File: src/rtl/tpat_pkg.sv
package tpat_pkg;
   typedef enum logic [1:0] {
      RUN_IDLE   = 2'd0,
      RUN_NORMAL = 2'd1,
      RUN_TEST   = 2'd2
   } run_code_e;
endpackage

File: src/rtl/tpat_pacer.sv
// Interval timer measured from one frame launch to the next.
module tpat_pacer #(
   parameter int PACE_W = 16
) (
   input  logic              clk,
   input  logic              rst_n,
   input  logic              clear,
   input  logic              launch,
   input  logic [PACE_W-1:0] pace_cycles,
   output logic              pace_ok
);
   localparam logic [PACE_W-1:0] SAT = '1;

   logic [PACE_W-1:0] elapsed_q;

   // Saturated while idle so the first frame after entry is not delayed.
   always_ff @(posedge clk) begin
      if (!rst_n || clear)         elapsed_q <= SAT;
      else if (launch)             elapsed_q <= PACE_W'(1);
      else if (elapsed_q != SAT)   elapsed_q <= elapsed_q + PACE_W'(1);
   end

   assign pace_ok = (elapsed_q >= pace_cycles);
endmodule

File: src/rtl/tpat_word_seq.sv
// Word position within a frame and the payload counter with frame-boundary wrap test.
module tpat_word_seq #(
   parameter int FRAME_WORDS = 8,
   parameter int CNT_W       = 24,
   parameter logic [CNT_W-1:0] WRAP_LIMIT = '1,
   localparam int IDX_W      = $clog2(FRAME_WORDS)
) (
   input  logic             clk,
   input  logic             rst_n,
   input  logic             clear,
   input  logic             advance,
   output logic [IDX_W-1:0] idx,
   output logic [CNT_W-1:0] count,
   output logic             at_last
);
   localparam logic [IDX_W-1:0] LAST_IDX = IDX_W'(FRAME_WORDS - 1);
   localparam bit POW2 = ((1 << IDX_W) == FRAME_WORDS);

   logic [IDX_W-1:0] idx_q, idx_nxt;
   logic [CNT_W-1:0] cnt_q, cnt_inc, cnt_nxt;

   assign at_last = (idx_q == LAST_IDX);
   assign cnt_inc = cnt_q + CNT_W'(1);

   generate
      if (POW2) begin : g_idx_wrap_free
         assign idx_nxt = idx_q + IDX_W'(1);
      end else begin : g_idx_wrap_cmp
         assign idx_nxt = at_last ? '0 : idx_q + IDX_W'(1);
      end
   endgenerate

   // Wrap limit compared only after the frame's last word.
   always_comb begin
      cnt_nxt = cnt_inc;
      if (at_last && (cnt_inc == WRAP_LIMIT)) cnt_nxt = '0;
   end

   always_ff @(posedge clk) begin
      if (!rst_n || clear) begin
         idx_q <= '0;
         cnt_q <= '0;
      end else if (advance) begin
         idx_q <= idx_nxt;
         cnt_q <= cnt_nxt;
      end
   end

   assign idx   = idx_q;
   assign count = cnt_q;
endmodule

File: src/rtl/tpat_tagger.sv
// One-hot channel tag from word position.
module tpat_tagger #(
   parameter int FRAME_WORDS = 8,
   parameter int TAG_W       = 8,
   localparam int IDX_W      = $clog2(FRAME_WORDS)
) (
   input  logic [IDX_W-1:0] idx,
   output logic [TAG_W-1:0] tag
);
   for (genvar g = 0; g < TAG_W; g++) begin : g_bit
      if (g < FRAME_WORDS) begin : g_used
         assign tag[g] = (idx == IDX_W'(g));
      end else begin : g_spare
         assign tag[g] = 1'b0;
      end
   end
endmodule

File: src/rtl/tpat_source.sv
module tpat_source #(
   parameter int DATA_W      = 32,
   parameter int TAG_W       = 8,
   parameter int FRAME_WORDS = 8,
   parameter int MODE_W      = 2,
   parameter logic [MODE_W-1:0] TEST_CODE = MODE_W'(tpat_pkg::RUN_TEST),
   parameter int PACE_W      = 16,
   parameter logic [DATA_W-TAG_W-1:0] WRAP_LIMIT = '1
) (
   input  logic              clk,
   input  logic              rst_n,
   input  logic [MODE_W-1:0] run_mode,
   input  logic [PACE_W-1:0] pace_cycles,
   input  logic              word_ready,
   output logic [DATA_W-1:0] word_data,
   output logic              word_valid,
   output logic              word_last
);
   localparam int PAYLOAD_W = DATA_W - TAG_W;
   localparam int IDX_W     = $clog2(FRAME_WORDS);

   generate
      if (FRAME_WORDS < 2)       begin : g_chk_words $error("FRAME_WORDS must be at least 2"); end
      if (TAG_W < FRAME_WORDS)   begin : g_chk_tag   $error("TAG_W too narrow for one-hot tags"); end
      if (PAYLOAD_W < 1)         begin : g_chk_data  $error("DATA_W must exceed TAG_W"); end
      if (PACE_W < 1)            begin : g_chk_pace  $error("PACE_W must be positive"); end
   endgenerate

   logic                 in_test;
   logic                 busy_q;
   logic                 accept, frame_end, slot_free, launch, pace_ok;
   logic [IDX_W-1:0]     idx;
   logic [PAYLOAD_W-1:0] count;
   logic                 at_last;
   logic [TAG_W-1:0]     tag;

   assign in_test   = (run_mode == TEST_CODE);
   assign accept    = busy_q && word_ready;
   assign frame_end = accept && at_last;
   assign slot_free = !busy_q || frame_end;
   assign launch    = in_test && slot_free && pace_ok;

   always_ff @(posedge clk) begin
      if (!rst_n || !in_test) busy_q <= 1'b0;
      else if (launch)        busy_q <= 1'b1;
      else if (frame_end)     busy_q <= 1'b0;
   end

   tpat_pacer #(.PACE_W(PACE_W)) u_pacer (
      .clk         (clk),
      .rst_n       (rst_n),
      .clear       (!in_test),
      .launch      (launch),
      .pace_cycles (pace_cycles),
      .pace_ok     (pace_ok)
   );

   tpat_word_seq #(
      .FRAME_WORDS (FRAME_WORDS),
      .CNT_W       (PAYLOAD_W),
      .WRAP_LIMIT  (WRAP_LIMIT)
   ) u_seq (
      .clk     (clk),
      .rst_n   (rst_n),
      .clear   (!in_test),
      .advance (accept),
      .idx     (idx),
      .count   (count),
      .at_last (at_last)
   );

   tpat_tagger #(.FRAME_WORDS(FRAME_WORDS), .TAG_W(TAG_W)) u_tag (
      .idx (idx),
      .tag (tag)
   );

   assign word_data  = {tag, count};
   assign word_valid = busy_q;
   assign word_last  = busy_q && at_last;
endmodule

File: config.mk
export PLATFORM = sky130hd
export DESIGN_NAME = tpat_source
export DESIGN_NICKNAME = d
export VERILOG_FILES = /design/src/rtl/tpat_pkg.sv /design/src/rtl/tpat_pacer.sv /design/src/rtl/tpat_word_seq.sv /design/src/rtl/tpat_tagger.sv /design/src/rtl/tpat_source.sv
export SDC_FILE = /design/constraint.sdc
export NUM_CORES = 1
export LEC_CHECK = 0
export ABC_AREA = 1
export BUFFER_PORTS_ARGS = -buffer_cell sky130_fd_sc_hd__buf_2
export CAP_MARGIN = 5
export CORE_ASPECT_RATIO = 0.5
export CORE_MARGIN = 3
export CORE_UTILIZATION = 46
export CTS_CLUSTER_SIZE = 28
export DETAILED_ROUTE_END_ITERATION = 12
export PLACE_DENSITY = 0.74
export SLEW_MARGIN = 40
export SYNTH_ARGS = -nofsm -noshare
export SYNTH_HDL_FRONTEND = slang
export SYNTH_SLANG_ARGS = --single-unit
File: constraint.sdc
create_clock -name clk -period 2.75 [get_ports clk]
set_clock_uncertainty 0.1 [all_clocks]
set_input_delay 0.4125 -clock clk [delete_from_list [all_inputs] [get_ports clk]]
set_output_delay 0.4125 -clock clk [all_outputs]
set_load 0.02 [all_outputs]
=== After elaboration in Yosys (flattened, before gate mapping) ===
Index checks and enable logic that the tools add are counted.

* Add/subtract/negate cells: 3
* Order comparisons: 1
* Equality and inequality tests: 10
* Muxes and demuxes: 5
* Reduce and logical (&&, ||, !) cells: 15

{| class="wikitable"
|+ Operator list
! kind !! count
|-
| two-way mux 16 bit || 2
|-
| adder 24 x 1 -> 24 bit (second input constant) || 1
|-
| == test 24 bit (second input constant) || 1
|-
| two-way mux 24 bit || 1
|-
| adder 16 x 1 -> 16 bit (second input constant) || 1
|-
| greater-or-equal comparator 16 bit || 1
|-
| != test 16 bit (second input constant) || 1
|-
| == test 3 bit (second input constant) || 4
|-
| == test 3 x 2 -> 1 bit (second input constant) || 2
|-
| logical AND 1 bit || 6
|-
| nonzero test 2 bit || 2
|-
| adder 3 x 1 -> 3 bit (second input constant) || 1
|-
| == test 3 x 1 -> 1 bit (second input constant) || 1
|-
| logical NOT 1 bit || 3
|-
| logical NOT 3 bit || 1
|-
| == test 2 bit (second input constant) || 1
|-
| logical OR 1 bit || 2
|-
| two-way mux 1 bit || 2
|-
| OR reduction 2 bit || 1
|}

* Bits in registers: 44
* Input port bits: 21
* Output and inout bits: 34
* Logic and storage cells: 39

=== Depth between registers and ports, before layout ===
Gate-level depths: netlist of run 1.

* Depth in word-level cells: 6
* Depth in mapped cells: 15
* Mapped depth without buffers: 14

=== By module ===
From an unflattened synthesis of run 1, not the netlist that was laid out.

* Cells, all modules: 570
* Area total of the unflattened synthesis: 3634.7 um^2

{| class="wikitable"
|+ By module, submodules not included
! module !! times used !! cells an instance !! area an instance (um^2) !! sequential area each (um^2)
|-
| tpat_word_seq || 1 || 328 || 2125.8 || 540.5
|-
| tpat_pacer || 1 || 213 || 1378.8 || 320.3
|-
| tpat_source || 1 || 14 || 73.8 || 20.0
|-
| tpat_tagger || 1 || 15 || 56.3 || 0.0
|}

=== Worst setup path before layout of run 1 ===
Ideal clock, no wire load.

* Path type: reg2reg
* Start: reg u_seq.cnt_q[0], in the netlist u_seq.count[0]
* End: reg u_seq.cnt_q[0], in the netlist u_seq.count[0]
* Library setup time: 0.143 ns
* Data arrival time: 1.926 ns
* Required time: 2.507 ns
* Setup slack: 0.581 ns
* Cell stages (with the launch flop): 13
* Buffers on the path: 1
* Clock period less this slack: 2.169 ns
* Cell sequence: dfxtp_1 -> ha_1 -> nand3_1 -> nor2_1 -> nand3_1 -> xor2_1 -> nor2_1 -> nand2_1 -> nor2_2 -> nand2_4 -> buf_6 -> nand2_2 -> a21oi_2

* Longest elaborated chain between the ends: 4

{| class="wikitable"
|+ Ends and longest elaborated chain
! element !! RTL line !! source
|-
| start, declared || tpat_word_seq.sv:20 || <nowiki>logic [CNT_W-1:0] cnt_q, cnt_inc, cnt_nxt;</nowiki>
|-
| start signal, assigned || tpat_word_seq.sv:45 || <nowiki>cnt_q <= cnt_nxt;</nowiki>
|-
| adder 24 x 1 -> 24 bit (*) || tpat_word_seq.sv:23 || <nowiki>assign cnt_inc = cnt_q + CNT_W'(1);</nowiki>
|-
| == test 24 bit || tpat_word_seq.sv:36 || <nowiki>if (at_last && (cnt_inc == WRAP_LIMIT)) cnt_nxt = '0;</nowiki>
|-
| logical AND 1 bit || tpat_word_seq.sv:36 ||
|-
| two-way mux 24 bit (*) || tpat_word_seq.sv:36 ||
|}

Mark *: on every way between the ends. The rest lies on a longest branch, timed or not.
A chain may end at the register's enable or synchronous reset.

=== Worst setup path in the final report of run 1 ===
* Start: reg u_pacer.elapsed_q[1]
* End: reg u_pacer.elapsed_q[7]

* Longest elaborated chain between the ends: 3
* Elaborated cells between the ends (all ways): 7
* Classes of those cells: add/sub: 1; order compare: 1; eq/ne: 1; mux: 2; reduce/logical: 2

{| class="wikitable"
|+ Ends and longest elaborated chain
! element !! RTL line !! source
|-
| start, declared || tpat_pacer.sv:14 || <nowiki>logic [PACE_W-1:0] elapsed_q;</nowiki>
|-
| start signal, assigned || tpat_pacer.sv:20 || <nowiki>else if (elapsed_q != SAT) elapsed_q <= elapsed_q + PACE_W'(1);</nowiki>
|-
| adder 16 x 1 -> 16 bit / greater-or-equal comparator 16 bit (equally long branches) || tpat_pacer.sv:20, tpat_pacer.sv:23 ||
|-
| two-way mux 16 bit / logical AND 1 bit (equally long branches) || tpat_pacer.sv:20, tpat_source.sv:41 ||
|-
| two-way mux 16 bit / nonzero test 2 bit (equally long branches) || - ||
|}

Several ways; a longest one is shown, not always the timed one. The select of a mux whose other input is x is not followed.

==> reports/summary.txt, run 1 <==
Lkg Pwr: 1.74 nW
Fin Hold WS: 0.408 ns
first-pass GRT wire length: 13800 um
number of buffers created by CTS: 5
placed cell area: 3750 um^2
Core Area: 6940 um^2
Area Overhead vs Synth: 14.8%
grt peak-use layer: met2
Worst-path clk slew: 0.07 ns
Final Max Slew Viols: 0
DR DRC count: 0
Hold Buf Count CTS: 0
Post-CTS Setup Bufs: 0
worst hold-check path type: flip-flop to flip-flop
largest net degree at the start of global routing: 55
Setup violations, final: 0
drt pass-1 iters: 4
vias in the first global route: 3035
layout cells sized above 1: 21.3%
die height: 66.9 um
worst hold start: u_seq.count[23]
VDD IR-drop max: 0.315 mV
initial antenna violation count: 0
Synth warnings: 0
WP data required: 2.79 ns
wire per inst: 11.9 um
GRT met3 Usage: 4.56%
RSZ-0062 raised after global routing: no
simple-gate share of the synthesized area: 38.8%
Final Cell Area: 3920 um^2
max-cap violations: 0
# IOs: 55
commonest non-fill, non-tap cell in the layout: nand2_1
Synth top area share: 25.8%
Via Count: 3368
sequential area share after synthesis: 25.8%
Post-Synthesis Net Count: 572
site row count: 21
Critical Path Start Type: flip-flop
hold depth: 2
Tightest Pin Transition: 0.538 ns
Critical R2R Launch: u_pacer.elapsed_q[1]
Mapped Cells: 525
clock tree buffer depth: 2
Yosys reg bits: 44
Reg2Reg Setup Slack: 0.40 ns
hpwl dp: 5860 um
cell taking the most area after synthesis: dfxtp_1
H-tree Lvls: 2
Slew headroom: 64.1%
maximum net fanout on the critical path: 7
root buffer cell: clkbuf_16
minimum clock period: 2.35 ns
Worst Path Arrival: 2.39 ns
initial cell density of the core: 49.2%
die area: 8560 um^2
Antenna Cells: 0
placer's final routability congestion estimate: 0.867
compound-gate portion of the synthesized area: 12.9%
crit path kind: flip-flop to flip-flop
largest family of logic cells by synthesized area: simple AND/OR/NAND/NOR gates
crit share post-route: 85.4%
reg2reg end: u_pacer.elapsed_q[7]
# nets final: 623
GRT overflow: 0
Final Hold Viols: 0
Avg Cell Area, Syn: 6.50 um^2
xor/xnor share of the synthesized area: 3.33%
Final Core Density: 56.5%
status: finished clean
I/O Buffers: 54
total wire length: 7970 um
Setup TNS: 0 ns
met1 Use GR: 25.1%
initial DRC count: 244
GR Util All Layers: 19.7%
Post-Synth Adder-Cell Area: 9.53%
met2 Track Usage GR: 33.6%
worst skew pair latency: 0.29 ns
commonest non-fill, non-tap cells in the layout: 149 x nand2_1, 63 x inv_1, 54 x buf_2
Sink Count: 44
vias per inst: 5.03
DIE WIDTH: 128 um
CTS tree: built
Area contributors post-synth: dfxtp_1 26%, nand2_1 16%, ha_1 9.5%, inv_1 6.9%, nor2_1 5.3%
post-route ant nets: 0
post-synthesis cell type count: 34
Cell Pwr Density: 472 nW/um^2
hold path endpoint: u_seq.count[23]
Resized cells post-CTS: 0
multiplexer share of the synthesized area: 0.330%
CP endpoint kind: flip-flop
synthesized area: 3410 um^2
Worst Reg-to-Reg Cells: 10
Fmax: 426 MHz
==> how the worst max path moves through the flow <==
| stage | end | depth (start not counted) | startpoint | slack, ns |
|---|---|---|---|---|
| 3_3_place_gp | u_seq.count[4] | 11 | u_seq.count[0] | 0.45 |
| 6_report | u_pacer.elapsed_q[7] | 10 | u_pacer.elapsed_q[1] | 0.40 |
| 5_1_grt | u_seq.count[2] | 14 | u_seq.count[0] | 0.11 |
| 3_5_place_dp | u_seq.count[2] | 11 | u_seq.count[0] | 0.40 |
| 4_1_cts | u_seq.count[2] | 11 | u_seq.count[0] | 0.36 |
| 2_1_floorplan | u_seq.count[0] | 12 | u_seq.count[0] | 0.58 |
==> kinds of logic (layout without fill, tap and decap cells) <==
group           count (synthesis)  after routing
xor+xnor                       13             13
fa+ha+maj                      26             26
mux                             1              1
flops                          44             44
simple gates                  291            291
compound gates                 70             70
buf+inv                        80            132
==> registers in the layout, indices dropped and copies added (netlist names) <==
name,count
u_pacer.elapsed_q,16
u_seq.count,24
u_seq.idx,3
word_valid,1
==> final cells by class <==
| cell class | count | area, um^2 |
|---|---|---|
| Fill cell | 708 | 3020 |
| Multi-Input combinational cell | 401 | 2210 |
| Sequential cell | 44 | 881 |
| Timing Repair Buffer | 57 | 293 |
| Inverter | 67 | 251 |
| Clock buffer | 6 | 129 |
| Tap cell | 92 | 115 |
| Clock inverter | 2 | 35.0 |
==> per-layer routing <==
layer,wire length [um],up-vias
met4,105,0
met3,484,14
met5,0,-
met2,3550,91
met1,3820,1483
li1,-,1780
==> cells in the mapped netlist (all sizes together) <==
| cell type | n |
|---|---|
| o21ai | 17 |
| nand2 | 173 |
| nor3 | 7 |
| o31ai | 1 |
| ha | 26 |
| and3 | 1 |
| a41o | 1 |
| clkbuf | 9 |
| o21bai | 2 |
| a21oi | 48 |
| clkinv | 2 |
| inv | 65 |
| o211ai | 1 |
| xnor2 | 6 |
| mux2 | 1 |
| dfxtp | 44 |
| nor2 | 58 |
| nand3b | 6 |
| buf | 4 |
| nand4 | 12 |
| nand3 | 30 |
| nor4 | 3 |
| xor2 | 7 |
| or2 | 1 |
==> metrics by stage <==
stage               total power [mW]  worst slack, ns  instances
finish                          1.85            0.401        669
global route                    1.97            0.113        669
CTS                             1.86            0.359        669
detailed placement              1.17            0.405        661
global placement                1.16            0.450        661
floorplan                       1.07            0.581        525
==> report_power, final <==
part | internal, mW | switching [mW]
clock | 0.428 | 0.261
combinational | 0.193 | 0.275
sequential | 0.660 | 0.0322
==> critical path, stage by stage, from the launching register on <==
cell and delay (ns):
dfxtp_1 0.39, ha_1 0.21, nand2_1 0.06, inv_1 0.07
nand2_1 0.05, nor2_1 0.31, nand4_1 0.42, nand2_1 0.26
nor2_1 0.09, xnor2_1 0.14, o21ai_0 0.10
Power figures use the tool's default switching activity.
==> inputs of run 2 (changes only) <==
--- a/config.mk
+++ b/config.mk
@@ -5,15 +5,14 @@
 export SDC_FILE = /design/constraint.sdc
 export NUM_CORES = 1
 export LEC_CHECK = 0
-export ABC_AREA = 1
 export BUFFER_PORTS_ARGS = -buffer_cell sky130_fd_sc_hd__buf_2
 export CAP_MARGIN = 5
 export CORE_ASPECT_RATIO = 0.5
 export CORE_MARGIN = 3
-export CORE_UTILIZATION = 46
+export CORE_UTILIZATION = 40
 export CTS_CLUSTER_SIZE = 28
 export DETAILED_ROUTE_END_ITERATION = 12
-export PLACE_DENSITY = 0.74
+export PLACE_DENSITY = 0.68
 export SLEW_MARGIN = 40
 export SYNTH_ARGS = -nofsm -noshare
 export SYNTH_HDL_FRONTEND = slang
==> reports/summary.txt, run 2 <==
status: finished clean
CTS tree: built
Cell Pwr Density: 470 nW/um^2 (-0.27%)
cell taking the most area after synthesis: dfxtp_1
Fin Hold WS: 0.396 ns (-0.0128 ns)
Synth top area share: 29.5% (+3.7 points)
initial DRC count: 149 (-39%)
Finished Layout Cells: 542 (-19%)
Buf/Inv on CP: 1 (unchanged)
Worst Path Arrival: 2.74 ns (+0.35 ns)
VDD IR-drop max: 0.227 mV (-28%)
commonest non-fill, non-tap cell in the layout: buf_2
Core Area: 6960 um^2 (+0.38%)
Area Overhead vs Synth: 28.5%
hold depth: 2 (unchanged)
vias in the first global route: 2646 (-13%)
placer's final routability congestion estimate: 0.842 (-2.9%)
DR DRC count: 0 (unchanged)
max-cap violations: 0 (unchanged)
Area contributors post-synth: dfxtp_1 29%, ha_1 11%, xnor2_1 7.0%, nand3_1 5.0%, nand2_1 3.8%
I/O Buffers: 54 (unchanged)
worst hold-check path type: flip-flop to flip-flop
Via Count: 2875 (-15%)
xor/xnor share of the synthesized area: 10.3% (+6.9 points)
max reg flops: 24 (unchanged)
commonest non-fill, non-tap cells in the layout: 54 x buf_2, 32 x buf_4, 29 x nand2_1
Critical Path Start Type: flip-flop
initial cell density of the core: 42.9% (-6.3 points)
Yosys reg bits: 44 (unchanged)
clock tree buffer depth: 2 (unchanged)
post-route ant nets: 0 (unchanged)
Slew headroom: 57.5% (-6.6 points)
Tightest Pin Transition: 0.633 ns (+0.0953 ns)
GR Util All Layers: 18.4% (-1.3 points)
synthesized area: 2990 um^2 (-13%)
wire per inst: 13.8 um (+16%)
site row count: 21 (unchanged)
most common cell type on the critical path: nand4_4
DIE WIDTH: 128 um (+0.28%)
multiplexer share of the synthesized area: 0.335% (+0.0054 points)
WP data required: 2.83 ns (+0.04 ns)
sequential area share after synthesis: 29.5% (+3.7 points)
top_reg_cell synth: dfxtp_1
Levels on crit path: 8 (-2)
Post-Synthesis Net Count: 416 (-27%)
Avg Cell Area, Syn: 8.09 um^2 (+24%)
largest net degree at the start of global routing: 24 (-56%)
Post-Synth Adder-Cell Area: 10.9% (+1.4 points)
worst hold start: u_seq.idx[1]
initial antenna violation count: 0 (unchanged)
Antenna Cells: 0 (unchanged)
drt pass-1 iters: 5 (+1)
Worst-path clk slew: 0.06 ns (about the same)
hold path endpoint: u_seq.idx[1]
minimum clock period: 2.66 ns (+0.307 ns)
Hold Buf Count CTS: 0 (unchanged)
placed cell area: 3590 um^2 (-4.5%)
Largest delay share family, worst path: simple AND/OR/NAND/NOR gates
commonest cells in the synthesized netlist: 44 x dfxtp_1, 30 x nand2_1, 30 x nand3_1
Mapped Cells: 369 (-30%)
Reg2Reg Setup Slack: 0.09 ns (-0.31 ns)
number of flops mapped to enable cells by yosys: 0 (unchanged)
worst skew pair latency: 0.29 ns (about the same)
root buffer cell: clkbuf_16
crit share post-route: 96.6% (+11 points)
compound-gate portion of the synthesized area: 12.7% (-0.16 points)
layout cells sized above 1: 31.8% (+10 points)
Async SR Flop Fraction: 0% (unchanged)
max incr delay on CP: 0.53 ns (+0.11 ns)
slowest stage cell, crit path: or4b_4
die area: 8600 um^2 (+0.55%)
simple-gate share of the synthesized area: 30.3% (-8.4 points)
Final Max Slew Viols: 0 (unchanged)
RSZ-0062 raised after global routing: no
total wire length: 7490 um (-6.0%)
maximum net fanout on the critical path: 5 (-2)
Fmax: 376 MHz (-12%)
H-tree Lvls: 2 (unchanged)
most frequent cell after synthesis: dfxtp_1
number of buffers created by CTS: 5 (unchanged)
reg2reg end: u_seq.count[11]
Lkg Pwr: 1.62 nW (-7.2%)
# nets final: 496 (-20%)
post-synthesis cell type count: 47 (+38%)
Synth warnings: 0 (unchanged)
crit path kind: flip-flop to flip-flop
# IOs: 55 (unchanged)
Final Cell Area: 3840 um^2 (-2.0%)
dpl cells: 531 (-20%)
die height: 67.1 um (+0.27%)
Setup TNS: 0 ns (unchanged)
Setup violations, final: 0 (unchanged)
Cell Chain, Critical Path: nand4_4 > or4b_4 > or3_4 > a2111oi_4 > nand4_4 > buf_6 > a41oi_2 > nand2_1
Final Hold Viols: 0 (unchanged)
CP endpoint kind: flip-flop
Worst Reg-to-Reg Cells: 8 (-2)
Sink Count: 44 (unchanged)
GRT overflow: 0 (unchanged)
largest family of logic cells by synthesized area: simple AND/OR/NAND/NOR gates
hpwl dp: 5750 um (-1.9%)
Critical R2R Launch: u_seq.count[14]
first-pass GRT wire length: 12700 um (-7.4%)
vias per inst: 5.30 (+5.4%)
-- run 2: cell count changes in the layout (fill, tap and decap cells not counted), sizes merged, moves of 18 or more --
cell	change
xnor2	+18
nor2	-25
inv	-37
nand2	-143
buf	+31
a21oi	-38
-- run 2: how the worst max path moves through the flow --
stage,startpoint,to
6_report,u_seq.count[14],u_seq.count[11]
5_1_grt,u_seq.count[18],u_seq.count[3]
4_1_cts,u_seq.count[7],u_seq.count[11]
3_5_place_dp,u_seq.count[7],u_seq.count[11]
3_3_place_gp,u_seq.count[1],u_seq.count[11]
2_1_floorplan,u_seq.count[3],u_seq.count[7]
-- run 2: area by class of cell --
cell class              instances  area [um^2]
multi-input cells             282         2010
fillers                       654         3120
repair buffers                 88          542
inverters                      28          105
flip-flops and latches         44          921
clock buffers                   8          146
well taps                      92          115
-- run 2: worst min-delay path, cell delays in order, from the launching register on --
cell	delay [ns]
dfxtp_1	0.33
nand2_1	0.06
a21oi_1	0.05
-- run 2: metal layers --
| layer | global-route usage [%] | routed length [um] |
|---|---|---|
| met1 | 24.7 | 3650 |
| met5 | 0 | 0 |
| met4 | 5.03 | 42 |
| met3 | 4.08 | 377 |
| met2 | 29.9 | 3420 |
-- run 2: per-stage QoR --
| step | power, mW | setup WS [ns] | utilization, % |
|---|---|---|---|
| 2_1_floorplan | 1.10 | -0.00615 | - |
| 3_3_place_gp | 1.19 | 0.123 | 51.5 |
| 3_5_place_dp | 1.20 | 0.0510 | 51.5 |
| 4_1_cts | 1.82 | 0.0311 | 53.6 |
| 5_1_grt | 1.92 | 0.000553 | 55.1 |
| 6_report | 1.81 | 0.0938 | 55.1 |
-- run 2: cell families (layout without fill, tap and decap cells) --
logic type	count (synthesis)	in the layout
AO/OA/AOI/OAI	58	58
XOR/XNOR	35	35
adder cells (fa/ha/maj)	26	26
buffers and inverters	43	124
flip-flops	44	44
multiplexers	1	1
AND/OR/NAND/NOR	162	162
-- run 2: timing repair --
action                     4_1_cts  5_1_grt
resized for setup                0       18
setup endpoints to repair        0       20
setup buffers                    0        3
-- run 2: power by group --
group	internal (mW)	switching (mW)
Combinational	0.227	0.271
Clock	0.363	0.252
Sequential	0.658	0.0355
